--- config.mk ---
export PLATFORM = sky130hd
export DESIGN_NAME = supply_iso_seq
export DESIGN_NICKNAME = d
export VERILOG_FILES = /design/src/rtl/iso_seq_pkg.sv /design/src/rtl/iso_dom_ctrl.sv /design/src/rtl/iso_mon_pick.sv /design/src/rtl/supply_iso_seq.sv
export SDC_FILE = /design/constraint.sdc
export NUM_CORES = 1
export LEC_CHECK = 0
export BUFFER_PORTS_ARGS = -buffer_cell sky130_fd_sc_hd__clkbuf_2
export CAP_MARGIN = 5
export CORE_ASPECT_RATIO = 1.1
export CORE_MARGIN = 3
export CORE_UTILIZATION = 48
export CTS_CLUSTER_SIZE = 12
export DETAILED_ROUTE_END_ITERATION = 8
export PLACE_DENSITY = 0.64
export SLEW_MARGIN = 0
export SYNTH_ARGS = -nofsm -noshare
export SYNTH_HDL_FRONTEND = slang
export SYNTH_SLANG_ARGS = --single-unit
--- constraint.sdc ---
create_clock -name clk -period 4.2 [get_ports clk]
set_clock_uncertainty 0.2 [all_clocks]
set_input_delay 0.21 -clock clk [delete_from_list [all_inputs] [get_ports clk]]
set_output_delay 0.21 -clock clk [all_outputs]
set_load 0.05 [all_outputs]
--- src/rtl/iso_seq_pkg.sv ---
package iso_seq_pkg;

  localparam int NUM_DOM = 3;
  localparam int NUM_MON = 4;

  typedef enum logic [2:0] {
    ST_IDLE  = 3'd0,
    ST_WAKE  = 3'd1,
    ST_CHECK = 3'd2,
    ST_DONE  = 3'd3,
    ST_FAULT = 3'd4
  } dom_state_t;

endpackage

--- src/rtl/iso_dom_ctrl.sv ---
module iso_dom_ctrl
  import iso_seq_pkg::*;
#(
  parameter int WAKE_W  = 8,
  parameter int TIMEOUT = 1000
) (
  input  logic              clk,
  input  logic              rst,
  input  logic              req,
  input  logic              mon_off,
  input  logic [WAKE_W-1:0] wake_len,
  input  logic              mon_low,
  output logic              mon_en,
  output logic              ok,
  output logic              busy,
  output logic              err,
  output logic              idle
);

  localparam int TMO_W = (TIMEOUT > 2) ? $clog2(TIMEOUT) : 1;
  localparam int CNT_W = (WAKE_W > TMO_W) ? WAKE_W : TMO_W;
  localparam logic [CNT_W-1:0] TMO_LAST = CNT_W'(TIMEOUT - 1);

  dom_state_t       st;
  logic [CNT_W-1:0] cnt;

  always_ff @(posedge clk) begin
    if (rst) begin
      st     <= ST_IDLE;
      cnt    <= '0;
      mon_en <= 1'b0;
      ok     <= 1'b0;
      err    <= 1'b0;
    end else if (!req) begin
      st     <= ST_IDLE;
      cnt    <= '0;
      mon_en <= 1'b0;
      ok     <= 1'b0;
    end else begin
      case (st)
        ST_IDLE: begin
          mon_en <= 1'b1;
          if (wake_len == '0) begin
            st  <= ST_CHECK;
            cnt <= '0;
          end else begin
            st  <= ST_WAKE;
            cnt <= CNT_W'(wake_len) - CNT_W'(1);
          end
        end
        ST_WAKE: begin
          if (cnt == '0) begin
            st <= ST_CHECK;
          end else begin
            cnt <= cnt - CNT_W'(1);
          end
        end
        ST_CHECK: begin
          if (!mon_low) begin
            st <= ST_DONE;
            ok <= 1'b1;
            if (mon_off) mon_en <= 1'b0;
          end else if (cnt == TMO_LAST) begin
            st     <= ST_FAULT;
            err    <= 1'b1;
            mon_en <= 1'b0;
          end else begin
            cnt <= cnt + CNT_W'(1);
          end
        end
        default: ;
      endcase
    end
  end

  assign busy = (st == ST_WAKE) || (st == ST_CHECK);
  assign idle = (st == ST_IDLE);

  p_drop_idle_r10: assert property (@(posedge clk) disable iff (rst)
    !req |=> (!ok && !mon_en && !busy));

  p_err_sticky_r12: assert property (@(posedge clk) disable iff (rst)
    err |=> err);

  p_ok_after_clear_r4: assert property (@(posedge clk) disable iff (rst)
    $rose(ok) |-> $past(!mon_low));

  p_wake_no_ok_r3: assert property (@(posedge clk) disable iff (rst)
    (st == ST_WAKE) |-> (mon_en && !ok));

  p_ok_needs_req_r6: assert property (@(posedge clk) disable iff (rst)
    ok |-> $past(req));

endmodule

--- src/rtl/iso_mon_pick.sv ---
module iso_mon_pick (
  input  logic       clk,
  input  logic       rst,
  input  logic       load,
  input  logic       pick,
  input  logic       en_in,
  input  logic [1:0] low_in,
  output logic [1:0] en_out,
  output logic       low_out
);

  logic pick_q;

  always_ff @(posedge clk) begin
    if (rst) begin
      pick_q <= 1'b0;
    end else if (load) begin
      pick_q <= pick;
    end
  end

  assign en_out  = {en_in & pick_q, en_in & ~pick_q};
  assign low_out = pick_q ? low_in[1] : low_in[0];

  p_single_mon_r8: assert property (@(posedge clk) disable iff (rst)
    $rose(en_in) |-> (pick_q == $past(pick)));

endmodule

--- src/rtl/supply_iso_seq.sv ---
module supply_iso_seq
  import iso_seq_pkg::*;
#(
  parameter int WAKE_W  = 8,
  parameter int TIMEOUT = 1000
) (
  input  logic                  clk,
  input  logic                  rst,
  input  logic [2:0]            dom_req,
  input  logic [2:0]            mon_off_req,
  input  logic [3*WAKE_W-1:0]   wake_len,
  input  logic                  ana_pick,
  input  logic                  ana_periph_en,
  input  logic [3:0]            mon_low,
  output logic [3:0]            mon_en,
  output logic [2:0]            dom_ok,
  output logic [2:0]            iso,
  output logic [2:0]            busy,
  output logic [2:0]            err
);

  logic [NUM_DOM-1:0] dom_low;
  logic [NUM_DOM-1:0] dom_en;
  logic [NUM_DOM-1:0] dom_idle;
  logic [1:0]         ana_en;
  logic               ana_low;

  for (genvar d = 0; d < NUM_DOM; d++) begin : g_dom
    if (d == NUM_DOM - 1) begin : g_ana_in
      assign dom_low[d] = ana_low;
    end else begin : g_plain_in
      assign dom_low[d] = mon_low[d];
    end

    iso_dom_ctrl #(
      .WAKE_W  (WAKE_W),
      .TIMEOUT (TIMEOUT)
    ) u_ctrl (
      .clk      (clk),
      .rst      (rst),
      .req      (dom_req[d]),
      .mon_off  (mon_off_req[d]),
      .wake_len (wake_len[d*WAKE_W +: WAKE_W]),
      .mon_low  (dom_low[d]),
      .mon_en   (dom_en[d]),
      .ok       (dom_ok[d]),
      .busy     (busy[d]),
      .err      (err[d]),
      .idle     (dom_idle[d])
    );
  end

  iso_mon_pick u_pick (
    .clk     (clk),
    .rst     (rst),
    .load    (dom_idle[2]),
    .pick    (ana_pick),
    .en_in   (dom_en[2]),
    .low_in  (mon_low[3:2]),
    .en_out  (ana_en),
    .low_out (ana_low)
  );

  assign mon_en = {ana_en, dom_en[1:0]};
  assign iso    = {~(dom_ok[2] & ana_periph_en), ~dom_ok[1:0]};

  p_iso_on_err_r9: assert property (@(posedge clk) disable iff (rst)
    ($rose(err[0]) |-> iso[0]) and ($rose(err[1]) |-> iso[1]) and ($rose(err[2]) |-> iso[2]));

endmodule

==> qor.csv, run 1 <==
stage;metric;value;unit
grt;grt_pass1_wl;16670;um
grt;antenna_found_initial;0;
layout;regArea;980.9;um^2
clock_tree;cts_buffer_depth;2;
run_status;status;completed;
grt;gr-total-overflow;0;
die;fp-row-count;34;
sta;drv_slew;0;
clock_tree;post_cts_buffers;0;
clock_tree;cts_tree;done;
logic_synthesis;yosys_register_bits;49;
logic_synthesis;yosys.area.top_type;dfxtp_1;
sta;setup_viol;0;
setup_path;ff2ff_setup_slack;0.95;ns
detailed_routing;post_drt_wl_per_cell;14.83;um
setup_path;required;4.24;ns
setup_path;startpoint_type;flop;
job;cap_violations;0;
detailed_routing;vias_per_cell;5.823;
logic_synthesis;synth_area_leaders;dfxtp_1, ha_1, nor2_1;
logic_synthesis;synth_top_cell_area_share;0.2384;
clock_tree;ctsHoldBuffers;3;
sta;fin_setup_tns;0;ns
logic_synthesis;syn_area;4115;um^2
logic_synthesis;synth_seq_area_share;0.2384;
setup_path;crit_start;g_dom[0].u_ctrl.st[2];
layout;fin_cells;677;
detailed_routing;drtPass1Iterations;5;
setup_path;end_kind;flop;
clock_tree;cts-resized-gates;0;
sta;hold-worst-slack;0.02463;ns
detailed_routing;routed_wl;10040;um
sta;rsz0062_at_grt;false;
die;die_y;103.1;um
layout;n_fill_cell;815;
power;total_power;1.689;mW
logic_synthesis;synthTopCellsByCount;nor2_1, dfxtp_1, nand2_1, a21oi_1;
die;die_area;9722;um^2
setup_path;crit_type;reg2reg;
clock_tree;cts.sinks;49;
die;core_area;8125;um^2
setup_path;regToRegStartpoint;g_dom[0].u_ctrl.st[2];
die;dieWidth;94.29;um
clock_tree;path_clk_slew;0.11;ns
detailed_routing;drt_iter0_drc;124;
setup_path;cp.arrival;3.29;ns
sta;max_slew_margin;0.3160;
sta;fin_ws;0.9498;ns
setup_path;cp_max_fo;13;
sta;max_freq;307.7;MHz
sta;finalCritPeriodShare;0.7739;
power;vdd_drop_max;0.0001786;V
placement;place.gp.congestion;0.8998;
layout;syn_to_final_growth;8.817;%
setup_path;reg2reg_depth;10;
grt;grt_max_degree;19;
sta;hold_viol_final;0;
layout;diodes;0;
placement;numPortBuffers;53;
sta;worst_pin_slew;1.017;ns
logic_synthesis;synth_edf_count;0;
grt;track_usage;0.2081;
power;powerDensity;377.2;nW/um^2
logic_synthesis;synthCells;535;
detailed_routing;ant_nets;0;
logic_synthesis;synth.avg_cell_area;7.692;um^2
clock_tree;cts_htree_levels;2;
hold_path;hp-class;in2reg;
clock_tree;root_buffer;clkbuf_8;
logic_synthesis;async_reset_ff_frac;0;
sta;fin_crit;3.250;ns
layout;multi_input_area;2863;um^2
detailed_routing;drc_errors;0;
placement;dp.cells;666;
clock_tree;cts_made_buffers;5;
power;power.leakage;1.834;nW
logic_synthesis;synthesis.nets;603;
detailed_routing;vias;3942;
layout;nets;636;
placement;dpl_worst_slack;1.020;ns
logic_synthesis;synth_ff_type;dfxtp_1;
setup_path;r2r_end;g_dom[0].u_ctrl.cnt[8];
clock_tree;clk_latency;0.31;ns
logic_synthesis;synthMostInstantiatedCell;nor2_1;
grt;first_global_vias;3626;
logic_synthesis;synth_cell_types;67;
layout;final_layout_size_suffix_gt1_frac;0.1371;
setup_path;cp-endpoint;g_dom[0].u_ctrl.cnt[8];
placement;place_hpwl;7689;um
die;initial_core_util;0.5065;
die;io_pins;54;
logic_synthesis;yosysWarnings;0;
-- how the worst min path moves through the flow --
| stage | start | end | slack, ns | depth (start not counted) |
|---|---|---|---|---|
| 2_1_floorplan | dom_req[2] | g_dom[2].u_ctrl.err | 0.15 | 2 |
| 3_3_place_gp | g_dom[2].u_ctrl.err | g_dom[2].u_ctrl.err | 0.25 | 2 |
| 3_5_place_dp | g_dom[2].u_ctrl.err | g_dom[2].u_ctrl.err | 0.26 | 2 |
| 4_1_cts | rst | g_dom[2].u_ctrl.err | 0.02 | 2 |
| 5_1_grt | rst | g_dom[2].u_ctrl.err | 0.05 | 2 |
| 6_report | rst | g_dom[2].u_ctrl.err | 0.02 | 2 |
-- placed cells by master, fill, tap and decap left out, types with 12 or more instances in the layout --
master | Yosys | routed
nor2_1 | 64 | 64
clkbuf_2 | 1 | 53
dfxtp_1 | 49 | 49
nand2_1 | 39 | 39
a21oi_1 | 30 | 30
inv_1 | 27 | 27
ha_1 | 27 | 27
nor3_1 | 25 | 25
a211oi_1 | 18 | 18
xnor2_1 | 16 | 16
o22ai_1 | 15 | 15
xor2_1 | 15 | 15
o21ai_0 | 14 | 14
nand3_1 | 12 | 12
-- final cells by class --
class,count,area share
Clock buffer,5,0.01537
Clock inverter,3,0.005868
Sequential cell,49,0.2191
Timing Repair Buffer,57,0.06762
Inverter,27,0.02263
Tap cell,108,0.03018
Multi-Input combinational cell,428,0.6393
-- where the power goes --
part | switching, mW | internal (mW)
sequential | 0.0530 | 0.505
combinational | 0.474 | 0.351
clock | 0.184 | 0.122
total | 0.711 | 0.978
-- routing by layer --
layer	wire, um	GRT usage
met1	4846	0.2730
met3	403	0.02555
met4	85	0.05444
met2	4704	0.3624
met5	0	0
-- cells by family after synthesis --
family | count (synthesis) | share of synthesized area
adder cells (fa/ha/maj) | 30 | 0.09669
AO/OA/AOI/OAI | 138 | 0.2314
AND/OR/NAND/NOR | 215 | 0.2666
buffers and inverters | 58 | 0.06597
multiplexers | 14 | 0.03497
flip-flops | 49 | 0.2384
XOR/XNOR | 31 | 0.06598
-- stage by stage --
stage	utilization	instance area (um^2)
floorplan	-	4115
global placement	0.5357	4353
detailed placement	0.5357	4353
CTS	0.5511	4478
global route	0.5511	4478
finish	0.5511	4478
-- critical path, stage by stage (launching register included) --
cell      delay [ns]
dfxtp_1         0.37
nor2_1          0.14
and2_1          0.31
inv_1           0.28
ha_1            0.42
nor2b_1         0.21
o2111a_1        0.22
nor3_1          0.08
or4_1           0.50
a211o_1         0.31
a21oi_1         0.13
-- sequential cells by signal, indices dropped and copies added, names as in the netlist --
register             count
g_dom.u_ctrl.cnt        30
g_dom.u_ctrl.err         3
g_dom.u_ctrl.mon_en      3
g_dom.u_ctrl.ok          3
g_dom.u_ctrl.st          9
u_pick.pick_q            1
No activity file was read; power rests on OpenSTA's default activity.
==> run 2, diff against run 1 <==
--- a/config.mk
+++ b/config.mk
@@ -12,7 +12,7 @@
 export CORE_UTILIZATION = 48
 export CTS_CLUSTER_SIZE = 12
 export DETAILED_ROUTE_END_ITERATION = 8
-export PLACE_DENSITY = 0.64
+export PLACE_DENSITY = 0.67
 export SLEW_MARGIN = 0
 export SYNTH_ARGS = -nofsm -noshare
 export SYNTH_HDL_FRONTEND = slang
==> constraint.sdc (replaced) <==
create_clock -name clk -period 2.8 [get_ports clk]
set_clock_uncertainty 0.2 [all_clocks]
set_input_delay 0.14 -clock clk [delete_from_list [all_inputs] [get_ports clk]]
set_output_delay 0.14 -clock clk [all_outputs]
set_load 0.05 [all_outputs]
==> qor.csv, run 2 (synthesized netlist as in run 1, its figures left out) <==
stage;metric;value;unit
run_status;status;completed;
layout;utilization;0.5862;
detailed_routing;met3WireLength;466;um
clock_tree;cts_buffer_depth;2;
clock_tree;cts_htree_levels;2;
setup_path;crit_chain;nor2_2, and2_4, fa_1, nor2b_1, o2111a_1, nor3_1, or4_1, a211o_1, a21oi_1;
setup_path;crit_type;reg2reg;
clock_tree;clk_latency;0.31;ns
detailed_routing;drt-met1-wl;4863;um
clock_tree;post_cts_buffers;0;
placement;dpl_worst_slack;0.01825;ns
clock_tree;cts_made_buffers;5;
sta;rsz0062_at_grt;false;
sta;max_freq;373.0;MHz
grt;grt_max_degree;18;
placement;place.gp.congestion;0.9005;
sta;worst_pin_slew;1.048;ns
die;fp-row-count;34;
setup_path;cpPeakStageDelay;0.47;ns
clock_tree;path_clk_slew;0.10;ns
die;dieWidth;94.29;um
power;powerDensity;566.1;nW/um^2
grt;antenna_found_initial;0;
hold_path;min_from;wake_len[17];
layout;layout.cells.most_common;nor2_1;
sta;finalCritPeriodShare;0.9575;
layout;regArea;982.2;um^2
layout;layout.cells.most_common_list;nor2_1, clkbuf_2, dfxtp_1;
die;die_area;9722;um^2
detailed_routing;drc_errors;0;
layout;fin_cells;707;
sta;hold_viol_final;0;
placement;dpl_cell_area;4526;um^2
layout;top_register;g_dom.u_ctrl.cnt;
sta;max_slew_margin;0.2955;
setup_path;crit_family;simple AND/OR/NAND/NOR gates;
detailed_routing;vias;4126;
die;io_pins;54;
grt;gr-total-overflow;0;
sta;drv_slew;0;
grt;first_global_vias;3734;
detailed_routing;maxUsedRoutingLayer;met4;
layout;largest_reg_flops;30;
setup_path;end_kind;flop;
layout;reg.largest.list;g_dom.u_ctrl.cnt x30, g_dom.u_ctrl.st x9;
layout;diodes;0;
detailed_routing;ant_nets;0;
grt;track_usage;0.2187;
layout;final_layout_size_suffix_gt1_frac;0.1820;
die;initial_core_util;0.5065;
detailed_routing;vias_per_cell;5.836;
setup_path;crit_buf_inv;0;
setup_path;crit_start;g_dom[0].u_ctrl.st[0];
setup_path;regToRegStartpoint;g_dom[0].u_ctrl.st[0];
job;cap_violations;0;
hold_path;hp-class;in2reg;
clock_tree;root_buffer;clkbuf_8;
sta;fin_setup_tns;0;ns
sta;fin_crit;2.681;ns
power;power.leakage;2.016;nW
die;die_y;103.1;um
setup_path;crit_slowest_cell;or4_1;
clock_tree;cts_tree;done;
detailed_routing;drtPass1Iterations;4;
power;vdd_drop_max;0.0002595;V
placement;dp.cells;689;
detailed_routing;drt_iter0_drc;166;
power;total_power;2.697;mW
placement;numPortBuffers;53;
detailed_routing;post_drt_wl_per_cell;14.57;um
detailed_routing;routed_wl;10300;um
layout;nets;666;
layout;multi_input_area;2887;um^2
die;core_area;8125;um^2
sta;setup_viol;0;
setup_path;required;2.84;ns
sta;fin_ws;0.1191;ns
layout;n_fill_cell;781;
grt;grt_pass1_wl;17410;um
sta;hold-worst-slack;0.006875;ns
placement;place_hpwl;7891;um
setup_path;cp_max_fo;3;
setup_path;startpoint_type;flop;
detailed_routing;wl_met2;4836;um
clock_tree;cts.sinks;49;
layout;design_area;4763;um^2
layout;syn_to_final_growth;15.75;%
setup_path;cp.arrival;2.72;ns
-- run 2: changes by cell type in the layout (fill, tap and decap cells not counted), moves of 2 or more --
cell | previous run | this run
buf_4 | 1 | 24
clkinvlp_4 | 2 | 0
dlygate4sd3_1 | 3 | 10
or3b_4 | 0 | 2
-- run 2: path summary, 6_finish.rpt --
path / to / slack (ns) / cells after the start
max: g_dom[0].u_ctrl.cnt[8] / 0.12 / 9
min: g_dom[2].u_ctrl.cnt[1] / 0.007 / 4
max reg2reg: g_dom[0].u_ctrl.cnt[8] / 0.12 / 9
min reg2reg: g_dom[1].u_ctrl.mon_en / 0.29 / 2
-- run 2: where the power goes --
group | total, mW | internal, mW | leakage, nW | switching [mW]
Combinational | 1.34 | 0.578 | 1.56 | 0.764
Sequential | 0.822 | 0.758 | 0.401 | 0.0637
Clock | 0.534 | 0.268 | 0.0585 | 0.265
Total | 2.70 | 1.60 | 2.02 | 1.09
-- run 2: worst reg2reg max path, delay by kind of cell, from the launching register on --
family | cells | cell delay (ns)
compound gates | 3 | 0.66
fa+ha+maj | 1 | 0.45
flops | 1 | 0.36
simple gates | 5 | 0.94
-- run 2: layout make-up --
class	count	area share
inverter	27	0.02128
sequential	49	0.2062
tap	108	0.02837
clock buffer	5	0.01445
clock inverter	3	0.009194
timing repair buffer	87	0.1145
multi-input combinational	428	0.6060
-- run 2: layer usage --
| layer | global-route usage | up-vias |
|---|---|---|
| li1 | - | 2095 |
| met1 | 0.2903 | 1903 |
| met2 | 0.3799 | 116 |
| met3 | 0.02628 | 12 |
| met4 | 0.05222 | 0 |
| met5 | 0 | - |
-- run 2: repair_timing --
action | 4_1_cts | 5_1_grt
pin swaps | 0 | 1
endpoints found under the hold margin | 7 | 0
resized for setup | 2 | 8
hold buffers | 10 | 0
setup endpoints to repair | 2 | 11
==> run 3, diff against run 2 <==
--- a/config.mk
+++ b/config.mk
@@ -7,12 +7,14 @@
 export LEC_CHECK = 0
 export BUFFER_PORTS_ARGS = -buffer_cell sky130_fd_sc_hd__clkbuf_2
 export CAP_MARGIN = 5
+export CELL_PAD_IN_SITES_DETAIL_PLACEMENT = 1
+export CELL_PAD_IN_SITES_GLOBAL_PLACEMENT = 2
 export CORE_ASPECT_RATIO = 1.1
-export CORE_MARGIN = 3
-export CORE_UTILIZATION = 48
+export CORE_MARGIN = 4
+export CORE_UTILIZATION = 31
 export CTS_CLUSTER_SIZE = 12
 export DETAILED_ROUTE_END_ITERATION = 8
-export PLACE_DENSITY = 0.67
+export PLACE_DENSITY = 0.73
 export SLEW_MARGIN = 0
 export SYNTH_ARGS = -nofsm -noshare
 export SYNTH_HDL_FRONTEND = slang
==> qor.csv, run 3 (synthesized netlist as in run 1, its figures left out) <==
stage;metric;value;unit
run_status;status;completed;
detailed_routing;vias;4187;
power;vdd_drop_max;0.0002352;V
layout;layout.cells.most_common_list;nor2_1, clkbuf_2, dfxtp_1;
detailed_routing;vias_per_cell;5.516;
power;power.leakage;2.064;nW
grt;gr-total-overflow;0;
power;power.internal;1.744;mW
clock_tree;cts_htree_levels;2;
clock_tree;root_buffer;clkbuf_16;
placement;dp.cells;742;
sta;fin_ws;0.1273;ns
layout;design_area;4933;um^2
setup_path;end_kind;flop;
die;io_pins;54;
layout;largest_reg_flops;30;
hold_path;hp-class;in2reg;
layout;nets;669;
die;dieWidth;117.9;um
setup_path;required;2.82;ns
power;swShare;0.3940;
grt;track_usage;0.1664;
detailed_routing;drt_iter0_drc;214;
layout;diodes;0;
die;core_area;12800;um^2
power;pwr-share-seq;0.287;
detailed_routing;drc_errors;0;
clock_tree;clk_latency;0.29;ns
sta;setup_viol;0;
placement;dpl_cell_area;4617;um^2
sta;max_freq;374.2;MHz
die;die_y;128.8;um
sta;finalCritPeriodShare;0.9545;
die;fp-row-count;43;
sta;hold_viol_final;0;
detailed_routing;post_drt_wl_per_cell;16.28;um
setup_path;cp_max_fo;9;
placement;dpl_worst_slack;-0.06740;ns
detailed_routing;drtPass1Iterations;4;
power;total_power;2.877;mW
sta;drv_slew;0;
grt;grt_pass1_wl;21290;um
clock_tree;cts_buffer_depth;2;
power;powerDensity;583.2;nW/um^2
grt;grt_max_degree;17;
setup_path;crit_top_cell;a211oi_1;
job;cap_violations;0;
power;combPwrFrac;0.485;
detailed_routing;routed_wl;12360;um
clock_tree;cts_made_buffers;5;
placement;numPortBuffers;53;
hold_path;min_from;wake_len[8];
clock_tree;cts.sinks;49;
layout;syn_to_final_growth;19.88;%
placement;place.gp.congestion;0.8150;
sta;worst_pin_slew;1.085;ns
setup_path;crit_family;simple AND/OR/NAND/NOR gates;
detailed_routing;ant_nets;0;
die;initial_core_util;0.3214;
setup_path;crit_slowest_cell;or4_4;
layout;n_fill_cell;1579;
die;die_area;15180;um^2
layout;final_layout_size_suffix_gt1_frac;0.2043;
clock_tree;cts_tree;done;
setup_path;startpoint_type;flop;
layout;reg.largest.list;g_dom.u_ctrl.cnt x30, g_dom.u_ctrl.st x9;
placement;place_hpwl;9846;um
setup_path;crit_buf_inv;1;
setup_path;crit_start;g_dom[0].u_ctrl.st[0];
layout;top_register;g_dom.u_ctrl.cnt;
power;pwr-share-clk;0.228;
setup_path;crit_type;reg2reg;
layout;layout.cells.most_common;nor2_1;
clock_tree;path_clk_slew;0.07;ns
sta;max_slew_margin;0.2702;
setup_path;crit_chain;nor2_2, and2_4, inv_4, ha_1, or4_4, o21ai_2, a211oi_1, a211oi_1, mux2_2, a21oi_1;
power;power.switching;1.134;mW
sta;fin_crit;2.673;ns
grt;antenna_found_initial;0;
setup_path;cp.arrival;2.69;ns
layout;fin_cells;759;
setup_path;regToRegStartpoint;g_dom[0].u_ctrl.st[0];
setup_path;cpPeakStageDelay;0.54;ns
grt;first_global_vias;4437;
## run 3: stage by stage
step	hold slack (ns)	util	setup TNS, ns
2_1_floorplan	0.07766	-	0
3_3_place_gp	0.1896	0.3606	-0.02153
3_5_place_dp	0.1955	0.3606	-0.08954
4_1_cts	0.007821	0.3798	0
5_1_grt	0.04522	0.3853	-0.04566
6_report	0.009125	0.3853	0
## run 3: worst register-to-register path: stages, from the launching register on
cell and delay (ns):
dfxtp_2 0.33, nor2_2 0.12, and2_4 0.18, inv_4 0.07, ha_1 0.22, or4_4 0.54, o21ai_2 0.08, a211oi_1 0.06
a211oi_1 0.28, mux2_2 0.38, a21oi_1 0.13
## run 3: final timing paths
path                             to  slack (ns)  depth (start not counted)
min reg2reg  g_dom[1].u_ctrl.mon_en        0.27                          2
min          g_dom[1].u_ctrl.cnt[0]       0.009                          4
max reg2reg  g_dom[0].u_ctrl.cnt[9]        0.13                         10
max          g_dom[0].u_ctrl.cnt[9]        0.13                         10
## run 3: timing repair
item | in CTS | in global routing
pin swaps | 1 | 4
endpoints found under the hold margin | 5 | 0
buffers inserted | 0 | 1
resized for setup | 4 | 17
endpoints found under the setup margin | 3 | 6
hold buffers | 8 | 0
## run 3: layout make-up
cell class,instances,area [um^2],share of cell area
Clock inverter,1,5.005,0.001014
Multi-Input combinational cell,428,2929,0.5937
Tap cell,157,196.4,0.03982
Sequential cell,49,983.4,0.1993
Timing Repair Buffer,90,563.0,0.1141
Clock buffer,7,152.6,0.03094
Inverter,27,103.9,0.02105
## run 3: power groups by stage
stage | logic [mW] | clock network [mW] | registers (mW)
2_1_floorplan | 1.02 | 0 | 0.816
3_3_place_gp | 1.32 | 0 | 0.837
3_5_place_dp | 1.36 | 0 | 0.839
4_1_cts | 1.38 | 0.682 | 0.824
5_1_grt | 1.57 | 0.712 | 0.837
6_report | 1.40 | 0.656 | 0.825
## run 3: layer usage
layer / track usage / routed length (um) / share of wire
met1: 0.2021 / 5560 / 0.45
met5: 0 / 0 / 0
met4: 0.04345 / 162 / 0.013
met2: 0.3129 / 6466 / 0.52
met3: 0.01890 / 167 / 0.014
